File: src/rtl/msq_pkg.sv
package msq_pkg;

   typedef enum logic [1:0] {
      CLS_OTHER  = 2'd0,
      CLS_PTR_LO = 2'd1,
      CLS_DATA   = 2'd2
   } reg_cls_e;

   typedef enum logic [2:0] {
      PH_IDLE = 3'd0,
      PH_ALE  = 3'd1,
      PH_LAT  = 3'd2,
      PH_STB  = 3'd3,
      PH_TAIL = 3'd4
   } phase_e;

   function automatic int unsigned ns2cyc(input int unsigned ns, input int unsigned clk_ns);
      return (ns + clk_ns - 1) / clk_ns;
   endfunction

   function automatic int unsigned umax(input int unsigned a, input int unsigned b);
      return (a > b) ? a : b;
   endfunction

endpackage

File: src/rtl/msq_phase_fsm.sv
module msq_phase_fsm
   import msq_pkg::*;
#(
   parameter int unsigned A_CYC = 2,
   parameter int unsigned L_CYC = 2,
   parameter int unsigned S_CYC = 3,
   parameter int unsigned T_CYC = 1
) (
   input  logic   clk,
   input  logic   rst_n,
   input  logic   start,
   output phase_e phase,
   output logic   last
);

   localparam int unsigned MAXC = umax(umax(A_CYC, L_CYC), umax(S_CYC, T_CYC));
   localparam int unsigned CW   = $clog2(MAXC + 1);

   if (A_CYC < 1 || L_CYC < 1 || S_CYC < 1 || T_CYC < 1) begin : g_bad_len
      $error("msq_phase_fsm: every phase needs at least one cycle");
   end

   phase_e        ph_q;
   logic [CW-1:0] cnt_q;
   logic [CW-1:0] len;
   phase_e        ph_next;

   always_comb begin
      case (ph_q)
         PH_ALE:  begin len = CW'(A_CYC); ph_next = PH_LAT;  end
         PH_LAT:  begin len = CW'(L_CYC); ph_next = PH_STB;  end
         PH_STB:  begin len = CW'(S_CYC); ph_next = PH_TAIL; end
         PH_TAIL: begin len = CW'(T_CYC); ph_next = PH_IDLE; end
         default: begin len = CW'(1);     ph_next = PH_IDLE; end
      endcase
   end

   assign last  = (ph_q != PH_IDLE) && (cnt_q == len - CW'(1));
   assign phase = ph_q;

   always_ff @(posedge clk or negedge rst_n) begin
      if (!rst_n) begin
         ph_q  <= PH_IDLE;
         cnt_q <= '0;
      end else if (ph_q == PH_IDLE) begin
         if (start) begin
            ph_q  <= PH_ALE;
            cnt_q <= '0;
         end
      end else if (last) begin
         ph_q  <= ph_next;
         cnt_q <= '0;
      end else begin
         cnt_q <= cnt_q + CW'(1);
      end
   end

   // the strobe phase is only ever entered from the latch-hold phase
   p_stb_order_r4: assert property (@(posedge clk) disable iff (!rst_n)
      ($changed(ph_q) && ph_q == PH_STB) |-> $past(ph_q) == PH_LAT);

   // a start is only presented while the sequencer is idle
   p_start_idle_r11: assert property (@(posedge clk) disable iff (!rst_n)
      start |-> ph_q == PH_IDLE);

endmodule

File: src/rtl/msq_recovery.sv
module msq_recovery
   import msq_pkg::*;
#(
   parameter int unsigned OPR_CYC  = 2,
   parameter int unsigned LEAD     = 4,
   parameter int unsigned HIGH_MIN = 2,
   parameter bit          SLOW_EN  = 1'b1
) (
   input  logic     clk,
   input  logic     rst_n,
   input  logic     in_stb,
   input  logic     done,
   input  reg_cls_e done_cls,
   input  logic     done_wr,
   input  reg_cls_e req_cls,
   input  logic     req_wr,
   input  logic     slow_arb,
   output logic     gap_ok
);

   localparam int unsigned MAXG = 10 * OPR_CYC + HIGH_MIN;
   localparam int unsigned CW   = $clog2(MAXG + LEAD + 2) + 1;

   if (OPR_CYC < 1) begin : g_bad_opr
      $error("msq_recovery: OPR_CYC must be at least 1");
   end

   logic [CW-1:0] tarb;
   logic [CW-1:0] need;
   logic [CW-1:0] cnt_q;
   reg_cls_e      last_cls_q;
   logic          last_wr_q;
   logic [CW:0]   avail;

   if (SLOW_EN) begin : g_slow
      assign tarb = slow_arb ? CW'(2 * OPR_CYC) : CW'(OPR_CYC);
   end else begin : g_fixed
      assign tarb = CW'(OPR_CYC);
   end

   always_comb begin
      need = CW'(HIGH_MIN);
      if (last_cls_q == CLS_PTR_LO && last_wr_q && need < CW'(4) * tarb)
         need = CW'(4) * tarb;
      if (req_cls == CLS_PTR_LO && req_wr && last_cls_q == CLS_DATA && need < CW'(5) * tarb)
         need = CW'(5) * tarb;
   end

   assign avail  = {1'b0, cnt_q} + (CW + 1)'(LEAD + 1);
   assign gap_ok = avail >= {1'b0, need};

   always_ff @(posedge clk or negedge rst_n) begin
      if (!rst_n) begin
         cnt_q      <= '1;
         last_cls_q <= CLS_OTHER;
         last_wr_q  <= 1'b0;
      end else begin
         if (in_stb)
            cnt_q <= '0;
         else if (cnt_q != '1)
            cnt_q <= cnt_q + CW'(1);
         if (done) begin
            last_cls_q <= done_cls;
            last_wr_q  <= done_wr;
         end
      end
   end

   // clearance after a pointer-low write covers at least four operating periods
   p_ptr_gap_r7: assert property (@(posedge clk) disable iff (!rst_n)
      (gap_ok && last_cls_q == CLS_PTR_LO && last_wr_q) |->
      ({1'b0, cnt_q} + (CW + 1)'(LEAD + 1) >= (CW + 1)'(4 * OPR_CYC)));

   // pointer-low write after a data access sees at least five operating periods
   p_data_ptr_gap_r8: assert property (@(posedge clk) disable iff (!rst_n)
      (gap_ok && req_cls == CLS_PTR_LO && req_wr && last_cls_q == CLS_DATA) |->
      ({1'b0, cnt_q} + (CW + 1)'(LEAD + 1) >= (CW + 1)'(5 * OPR_CYC)));

endmodule

File: src/rtl/msq_bus_drive.sv
module msq_bus_drive
   import msq_pkg::*;
#(
   parameter int unsigned AW = 3,
   parameter int unsigned BW = 8
) (
   input  logic          clk,
   input  logic          rst_n,
   input  logic          start,
   input  phase_e        phase,
   input  logic          last,
   input  logic [AW-1:0] req_addr,
   input  logic [BW-1:0] req_wdata,
   input  logic          req_wr,
   input  reg_cls_e      req_cls,
   input  logic [BW-1:0] bus_in,
   output logic [BW-1:0] bus_out,
   output logic          bus_oe,
   output logic          acc_wr,
   output reg_cls_e      acc_cls,
   output logic [BW-1:0] rdata
);

   if (AW > BW) begin : g_bad_width
      $error("msq_bus_drive: address wider than bus");
   end

   logic [AW-1:0] addr_q;
   logic [BW-1:0] wdata_q;
   logic [BW-1:0] addr_ext;
   logic          addr_ph, data_ph;

   if (AW == BW) begin : g_full_addr
      assign addr_ext = addr_q;
   end else begin : g_ext_addr
      assign addr_ext = {{(BW - AW){1'b0}}, addr_q};
   end

   assign addr_ph = (phase == PH_ALE) || (phase == PH_LAT);
   assign data_ph = (phase == PH_STB) || (phase == PH_TAIL);
   assign bus_oe  = addr_ph || (data_ph && acc_wr);
   assign bus_out = addr_ph ? addr_ext : ((data_ph && acc_wr) ? wdata_q : '0);

   always_ff @(posedge clk or negedge rst_n) begin
      if (!rst_n) begin
         addr_q  <= '0;
         wdata_q <= '0;
         acc_wr  <= 1'b0;
         acc_cls <= CLS_OTHER;
         rdata   <= '0;
      end else begin
         if (start) begin
            addr_q  <= req_addr;
            wdata_q <= req_wdata;
            acc_wr  <= req_wr;
            acc_cls <= req_cls;
         end
         if (phase == PH_STB && last && !acc_wr)
            rdata <= bus_in;
      end
   end

   // no bus drive while a read strobe is active
   p_read_release_r5: assert property (@(posedge clk) disable iff (!rst_n)
      (phase == PH_STB && !acc_wr) |-> !bus_oe);

endmodule

File: src/rtl/mbus_host_seq.sv
module mbus_host_seq
   import msq_pkg::*;
#(
   parameter int unsigned AW           = 3,
   parameter int unsigned BW           = 8,
   parameter int unsigned CLK_NS       = 10,
   parameter int unsigned OPR_CYC      = 2,
   parameter bit          SLOW_EN      = 1'b1,
   parameter int unsigned ADDR_SU_NS   = 20,
   parameter int unsigned ADDR_HLD_NS  = 10,
   parameter int unsigned CS_SU_NS     = 10,
   parameter int unsigned CS_HLD_NS    = 10,
   parameter int unsigned ALE_HI_NS    = 20,
   parameter int unsigned ALE_LO_NS    = 20,
   parameter int unsigned ALE_STB_NS   = 15,
   parameter int unsigned WD_SU_NS     = 30,
   parameter int unsigned WD_HLD_NS    = 10,
   parameter int unsigned STB_LO_NS    = 20,
   parameter int unsigned STB_HI_NS    = 20
) (
   input  logic          clk,
   input  logic          rst_n,
   input  logic          slow_arb,
   input  logic          req_valid,
   input  logic          req_wr,
   input  logic [1:0]    req_cls,
   input  logic [AW-1:0] req_addr,
   input  logic [BW-1:0] req_wdata,
   output logic          req_ready,
   output logic          done,
   output logic [BW-1:0] rdata,
   output logic          ale,
   output logic          cs_n,
   output logic          wr_n,
   output logic          rd_n,
   output logic [BW-1:0] bus_out,
   output logic          bus_oe,
   input  logic [BW-1:0] bus_in
);

   localparam int unsigned A_CYC = umax(umax(ns2cyc(ADDR_SU_NS, CLK_NS), ns2cyc(CS_SU_NS, CLK_NS)),
                                        ns2cyc(ALE_HI_NS, CLK_NS));
   localparam int unsigned L_CYC = umax(umax(ns2cyc(ADDR_HLD_NS, CLK_NS), ns2cyc(CS_HLD_NS, CLK_NS)),
                                        umax(ns2cyc(ALE_LO_NS, CLK_NS), ns2cyc(ALE_STB_NS, CLK_NS)));
   localparam int unsigned S_CYC = umax(umax(ns2cyc(STB_LO_NS, CLK_NS), ns2cyc(WD_SU_NS, CLK_NS)), 1);
   localparam int unsigned T_CYC = umax(ns2cyc(WD_HLD_NS, CLK_NS), 1);
   localparam int unsigned H_CYC = umax(ns2cyc(STB_HI_NS, CLK_NS), 1);

   if (CLK_NS < 1) begin : g_bad_clk
      $error("mbus_host_seq: CLK_NS must be at least 1");
   end

   phase_e   phase;
   logic     last;
   logic     accept;
   logic     gap_ok;
   logic     acc_wr;
   reg_cls_e acc_cls;
   reg_cls_e req_cls_e;

   assign req_cls_e = reg_cls_e'(req_cls);
   assign req_ready = (phase == PH_IDLE) && gap_ok;
   assign accept    = req_valid && req_ready;
   assign done      = (phase == PH_TAIL) && last;
   assign ale       = (phase == PH_ALE);
   assign cs_n      = (phase == PH_IDLE);
   assign wr_n      = !((phase == PH_STB) && acc_wr);
   assign rd_n      = !((phase == PH_STB) && !acc_wr);

   msq_phase_fsm #(
      .A_CYC(A_CYC), .L_CYC(L_CYC), .S_CYC(S_CYC), .T_CYC(T_CYC)
   ) u_fsm (
      .clk(clk), .rst_n(rst_n), .start(accept), .phase(phase), .last(last)
   );

   msq_recovery #(
      .OPR_CYC(OPR_CYC), .LEAD(A_CYC + L_CYC), .HIGH_MIN(H_CYC), .SLOW_EN(SLOW_EN)
   ) u_rec (
      .clk(clk), .rst_n(rst_n), .in_stb(phase == PH_STB), .done(done),
      .done_cls(acc_cls), .done_wr(acc_wr), .req_cls(req_cls_e), .req_wr(req_wr),
      .slow_arb(slow_arb), .gap_ok(gap_ok)
   );

   msq_bus_drive #(
      .AW(AW), .BW(BW)
   ) u_bus (
      .clk(clk), .rst_n(rst_n), .start(accept), .phase(phase), .last(last),
      .req_addr(req_addr), .req_wdata(req_wdata), .req_wr(req_wr), .req_cls(req_cls_e),
      .bus_in(bus_in), .bus_out(bus_out), .bus_oe(bus_oe), .acc_wr(acc_wr),
      .acc_cls(acc_cls), .rdata(rdata)
   );

   // the latch enable and strobes only appear under chip select
   p_cs_cover_r2: assert property (@(posedge clk) disable iff (!rst_n)
      (ale || !wr_n || !rd_n) |-> !cs_n);

   // the address is still driven on the cycle the latch enable drops
   p_addr_hold_r3: assert property (@(posedge clk) disable iff (!rst_n)
      $fell(ale) |-> (bus_oe && $stable(bus_out)));

   // read and write strobes never overlap
   p_strobe_excl_r4: assert property (@(posedge clk) disable iff (!rst_n)
      !(!wr_n && !rd_n));

   // completion is a single-cycle pulse
   p_done_pulse_r6: assert property (@(posedge clk) disable iff (!rst_n)
      done |=> !done);

   // an access starts only after an edge on which a request met ready
   p_start_ready_r11: assert property (@(posedge clk) disable iff (!rst_n)
      $rose(ale) |-> $past(req_valid && req_ready));

endmodule

File: config.mk
export PLATFORM = sky130hd
export DESIGN_NAME = mbus_host_seq
export DESIGN_NICKNAME = d
export VERILOG_FILES = /design/src/rtl/msq_pkg.sv /design/src/rtl/msq_phase_fsm.sv /design/src/rtl/msq_recovery.sv /design/src/rtl/msq_bus_drive.sv /design/src/rtl/mbus_host_seq.sv
export SDC_FILE = /design/constraint.sdc
export NUM_CORES = 1
export LEC_CHECK = 0
export CORE_AREA = 2 2 99 91
export CTS_CLUSTER_DIAMETER = 150
export DETAILED_ROUTE_END_ITERATION = 8
export DIE_AREA = 0 0 101 93
export SYNTH_ARGS = -nofsm -noshare
export SYNTH_HDL_FRONTEND = slang
export SYNTH_HIERARCHICAL = 1
export SYNTH_SLANG_ARGS = --single-unit
File: constraint.sdc
create_clock -name clk -period 2.78 [get_ports clk]
set_input_delay 0.417 -clock clk [delete_from_list [all_inputs] [get_ports clk]]
set_output_delay 0.417 -clock clk [all_outputs]
set_load 0.05 [all_outputs]
# Yosys cells after proc, flatten, opt, wreduce, memory -nomap -nowiden
# Index checks and enable logic that the tools add are counted.
# W data, S select, Z words.
op_classes:
  n_reduce_logical: 26
  eq_ne: 10
  mul: 1
  n_lt_le_gt_ge: 3
  muxes: 15
  add_sub_neg: 4
ops:
  columns: ["cell", "n"]
  rows:
  - ["$mux W6", 4]
  - ["$mux W8", 2]
  - ["$logic_and A1 B1 Y1", 14]
  - ["$mux W3", 4]
  - ["$pmux W3 S3", 1]
  - ["$add A6 B3 Y7 const B", 1]
  - ["$ge A7 B6 Y1", 1]
  - ["$add A6 B1 Y6 const B", 1]
  - ["$eq A3 B2 Y1 const B", 2]
  - ["$lt A2 B6 Y1 const A", 1]
  - ["$lt A6 B6 Y1", 1]
  - ["$mul A3 B6 Y6 const A", 1]
  - ["$mux W2", 3]
  - ["$ne A6 B6 Y1 const B", 1]
  - ["$eq A2 B1 Y1 const B", 2]
  - ["$pmux W2 S2", 1]
  - ["$reduce_bool A2 Y1", 2]
  - ["$eq A3 B1 Y1 const B", 1]
  - ["$eq A3 B3 Y1 const B", 1]
  - ["$logic_not A1 Y1", 3]
  - ["$logic_not A3 Y1", 1]
  - ["$logic_or A1 B1 Y1", 3]
  - ["$reduce_bool A3 Y1", 1]
  - ["$add A2 B1 Y2 const B", 1]
  - ["other kinds (6)", 6]
word_totals:
  wordCells: 69
  ff_bits: 36
  in_bits: 26

# Depth between registers and ports, before layout
logic_depth:
  word_depth: 12
  ltp_mapped: 13
  depth_no_buf: 12

# Hierarchy
# The synthesis kept the hierarchy.
modules_own_cells:
  columns: ["module", "instances", "seq_area_each_um2", "area_each_um2", "cells_each"]
  rows:
  - ["msq_bus_drive", 1, 550.5, 944.7, 62]
  - ["msq_recovery", 1, 232.7, 630.6, 63]
  - ["msq_phase_fsm", 1, 125.1, 399.1, 45]
  - ["mbus_host_seq", 1, 0.0, 62.6, 9]

# Worst setup path after synthesis
# Ideal clock, no wire load.
synth_timing:
  path_type: "register to register"
  from: "reg u_rec.cnt_q[0]"
  to: "reg u_bus.acc_cls[0]"
  required_ns: 2.655
  stages_incl_launch_ff: 13
  setup_ns: 0.125
  arrival_time_ns: 3.533
  n_path_buf: 2
  path_slack_ns: -0.877
  path_cell_list: "dfstp_2 > ha_1 > buf_2 > o21ai_0 > xnor2_1 > ha_1 > o21ai_0 > a21oi_1 > or4b_1 > nor4b_2 > and2_1 > buf_2 > mux2_2"
synth_via:
  elab_chain_cells: 4
synth_lines:
  columns: ["element", "line_no", "source"]
  rows:
  - ["start, declared", "msq_recovery.sv:30", "logic [CW-1:0] cnt_q;"]
  - ["start signal, assigned", "msq_recovery.sv:61", "cnt_q <= cnt_q + CW'(1);"]
  - ["$add A6 B3 Y7", "msq_recovery.sv:49", "assign avail = {1'b0, cnt_q} + (CW + 1)'(LEAD + 1);"]
  - ["$ge A7 B6 Y1", "msq_recovery.sv:50", "assign gap_ok = avail >= {1'b0, need};"]
  - ["named net gap_ok", "mbus_host_seq.sv:56", "logic gap_ok;"]
  - ["$logic_and A1 B1 Y1", "mbus_host_seq.sv:62", "assign req_ready = (phase == PH_IDLE) && gap_ok;"]
  - ["named net req_ready", "mbus_host_seq.sv:29", "output logic req_ready,"]
  - ["$logic_and A1 B1 Y1", "mbus_host_seq.sv:63", "assign accept = req_valid && req_ready;"]
  - ["named net accept", "mbus_host_seq.sv:55", "logic accept;"]
  - ["end signal, assigned", "msq_bus_drive.sv:56", "acc_cls <= req_cls;"]
  - ["end, declared", "msq_bus_drive.sv:20", "output reg_cls_e acc_cls,"]
# The timed path passes the listed nets, and every way through them passes these cells.
# A chain may end at the register's enable or synchronous reset.

# Worst setup path after layout
layout_timing:
  from: "in req_cls[1]"
  to: "out req_ready"
layout_via:
  elab_chain_cells: 7
layout_lines:
  columns: ["element", "line_no", "source"]
  rows:
  - ["start, declared", "mbus_host_seq.sv:26", "input logic [1:0] req_cls,"]
  - ["$eq A2 B1 Y1", "msq_recovery.sv:45", "if (req_cls == CLS_PTR_LO && req_wr && last_cls_q == CLS_DATA && need < CW'(5) * tarb)"]
  - ["$logic_and A1 B1 Y1 (3 in series)", "msq_recovery.sv:45", null]
  - ["$mux W6", "msq_recovery.sv:45", null]
  - ["$ge A7 B6 Y1", "msq_recovery.sv:50", null]
  - ["named net gap_ok", "mbus_host_seq.sv:56", null]
  - ["$logic_and A1 B1 Y1", "mbus_host_seq.sv:62", null]
  - ["end, declared", "mbus_host_seq.sv:29", null]
# The timed path passes the listed nets, and every way through them passes these cells.

==> run summary <==
Synth unique cells: 49
Largest net degree at the start of global routing: 37
CP Cell Sequence: clkdlybuf4s50_1, or3b_1, nand2_1, ha_1, o21ai_1, a21oi_1, or4b_1, nor4b_4, buf_6
Dpl cells: 328
Reg2Reg Launch Point: u_rec/last_cls_q[0]
WS Path Type: in2out
Power per cell area: 1370 nW/um^2
Pwr Total: 0.00391 W
CTS hold repair buffers: 0
Skew-Pair Late Insertion Delay: 0.29 ns
Top FF cell, synth: dfrtp_1
Filler cell count: 842
Finished Layout Cells: 339
Slowest stage delay, CP: 0.48 ns
Post-route antenna net violation count: 0
Yosys warns: 6
CTS buffer count: 5
Crit path capture type: output pin
Worst Skew: 0.00233 ns
Die width: 101 um
Die height: 93 um
Vias in the first global route: 1579
Failing checks: setup timing
Post-Synthesis Cells: 179
Row count: 32
Hold crit path type: in2async
Clock-pin slew on the worst setup and hold paths: 0.08 ns
Max Slew Vio Count: 0
Vias per cell: 4.68
Post-DP Area: 2680 um^2
Hold Fails Final Rpt: 0
Fin nets: 267
Post-Place Worst Slack: -0.604 ns
Setup crit start: req_cls[1]
Static Leak: 1.16 nW
Maximum clock insertion buffer count: 2
Setup violators final: 16
CTS tree: done
CTS Sinks: 36
Initial antenna violation count: 0
Die area: 9390 um^2
Share of cells above drive strength 1: 34.6%
I/O pin total: 49
RSZ-0062 raised after global routing: yes
Async SR Flop Fraction: 100%
Drt wl/cell: 14.1 um
Max frequency: 335 MHz
Pre-antenna DRT Iters: 4
Syn Nets: 210
Most frequent cells in the layout: clkdlybuf4s50_1 (31), dfrtp_1 (30), buf_4 (19)
DRT Wirelength: 4.79 mm
Worst EP arrival: 2.57 ns
Avg Synthesized Cell Area: 11.4 um^2
Sequential fraction of the synthesis area: 44.6%
Slew HR: 45.8%
Worst EP required: 2.36 ns
Drt drc: 0
Vias: 1586
Flop and latch count out of synthesis: 36
Multi-input gate area in the final layout: 1130 um^2
DRT iter0 DRCs: 105
Clock root cell: clkbuf_8
H-tree Lvls: 2
Worst Path Max Fanout: 2
Placer congestion estimate: 0.722
Post-route setup slack: -0.202 ns
Outcome: finished with violations
Final Cell Area: 2860 um^2
Slew @ Worst Pin: 0.813 ns
Area added between synthesis and finish: 40.2%
Min Hold Slack: 0.211 ns
Period utilization: 107%
HPWL after DPL: 3.38 mm
Core ar.: 8410 um^2
Commonest non-fill, non-tap cell in the layout: clkdlybuf4s50_1
Post-synth EDFFs: 0
Slowest CP cell: or4b_1
Register area: 908 um^2
Initial Utilization: 24.2%
Antenna fix cells: 0
All-Layer GR Usage: 10.2%
Max-cap violations: 0
Grt ovf: 0
Crit path time final: 2.98 ns
Synthesized area: 2040 um^2
First-pass GRT wire length: 7.69 mm
Port bufs: 48
Crit start category: primary input
Max VDD drop: 653 uV
through the flow:
| stage | util [%] | setup TNS (ns) |
|---|---|---|
| final | 34.0 | -1.23 |
| after global routing | 34.0 | -3.28 |
| after CTS | 33.2 | -0.814 |
| after detailed placement | 31.9 | -9.75 |
| after global placement | 31.9 | -9.36 |
| after floorplan | - | -3.30 |
layer usage:
metal / global-route usage [%] / vias to the layer above / part of all wire, %
li1: - / 775 / -
met1: 14.7 / 771 / 49
met2: 15.4 / 36 / 46
met3: 2.39 / 4 / 3.9
met4: 2.70 / 0 / 0.65
met5: 0 / - / 0
path summary, 6_finish.rpt:
check,slack (ns),endpoint,depth (start not counted)
max in group asynchronous,2.05,u_bus/rdata[3],1
hold / removal,0.21,u_fsm/phase[2],1
setup reg to reg,-0.10,u_bus/wdata_q[3],11
setup / recovery,-0.20,req_ready,9
hold reg to reg,0.51,u_bus/wdata_q[7],1
min in group clk,0.51,u_bus/wdata_q[7],1
synthesized netlist by cell type (2+ instances only):
master | n | area share, %
a22o_1 | 3 | 1.3
a31oi_1 | 5 | 1.5
xnor2_1 | 5 | 2.1
a21oi_1 | 9 | 2.2
dfrtp_1 | 30 | 37
dfstp_2 | 6 | 7.7
nand4bb_1 | 2 | 1.1
nand2b_1 | 2 | 0.61
nand3b_1 | 2 | 0.74
o21ai_1 | 2 | 0.49
inv_1 | 2 | 0.37
buf_2 | 5 | 1.2
nand2_1 | 7 | 1.3
buf_6 | 4 | 2.2
nor3b_1 | 2 | 0.74
nand4b_1 | 2 | 0.86
a21o_1 | 2 | 0.74
nand3_1 | 3 | 0.74
nor2_1 | 6 | 1.1
mux2_2 | 26 | 14
ha_1 | 5 | 3.1
and2_1 | 6 | 1.8
nor3_1 | 9 | 2.2
o21ai_0 | 9 | 2.2
worst max-delay path: cells and delay by family:
kind	cells	cell delay, ns
AND/OR/NAND/NOR	4	1.13
adder cells (fa/ha/maj)	1	0.22
AO/OA/AOI/OAI	2	0.20
buffers and inverters	2	0.61
registers in the layout, summed over array words and instances (netlist names):
| signal | flops |
|---|---|
| u_bus/acc_wr | 1 |
| u_bus/acc_cls | 2 |
| u_bus/addr_q | 3 |
| u_rec/last_cls_q | 2 |
| u_fsm/cnt_q | 2 |
| u_rec/last_wr_q | 1 |
| u_bus/wdata_q | 8 |
| u_rec/cnt_q | 6 |
| u_bus/rdata | 8 |
| u_fsm/phase | 3 |
cells by family after synthesis:
| group | share of synthesized area [%] |
|---|---|
| buffers and inverters | 3.81 |
| muxes | 14.4 |
| and+or+nand+nor | 19.2 |
| AOI/OAI and AO/OA | 12.3 |
| adders and majority gates | 3.07 |
| xor gates and xnor gates | 2.58 |
| DFF | 44.6 |
power by group:
group	switching, W	internal [W]
logic	0.00128	0.00108
clock network	0.000199	0.000265
registers	0.000293	0.000802
total	0.00177	0.00215
area by class of cell:
| type | count | share of cell area, % |
|---|---|---|
| repair buffers | 59 | 20.0 |
| clock buffers | 5 | 2.41 |
| flip-flops and latches | 36 | 31.8 |
| multi-input cells | 132 | 39.6 |
| clock inverters | 3 | 1.49 |
| inverters | 2 | 0.263 |
| well taps | 102 | 4.47 |
timing repair:
item	CTS	global route
pin swaps	7	3
setup endpoints to repair	18	18
gates cloned	0	1
gates resized for setup	5	4
buffers inserted	0	2
Power figures use the tool's default switching activity.
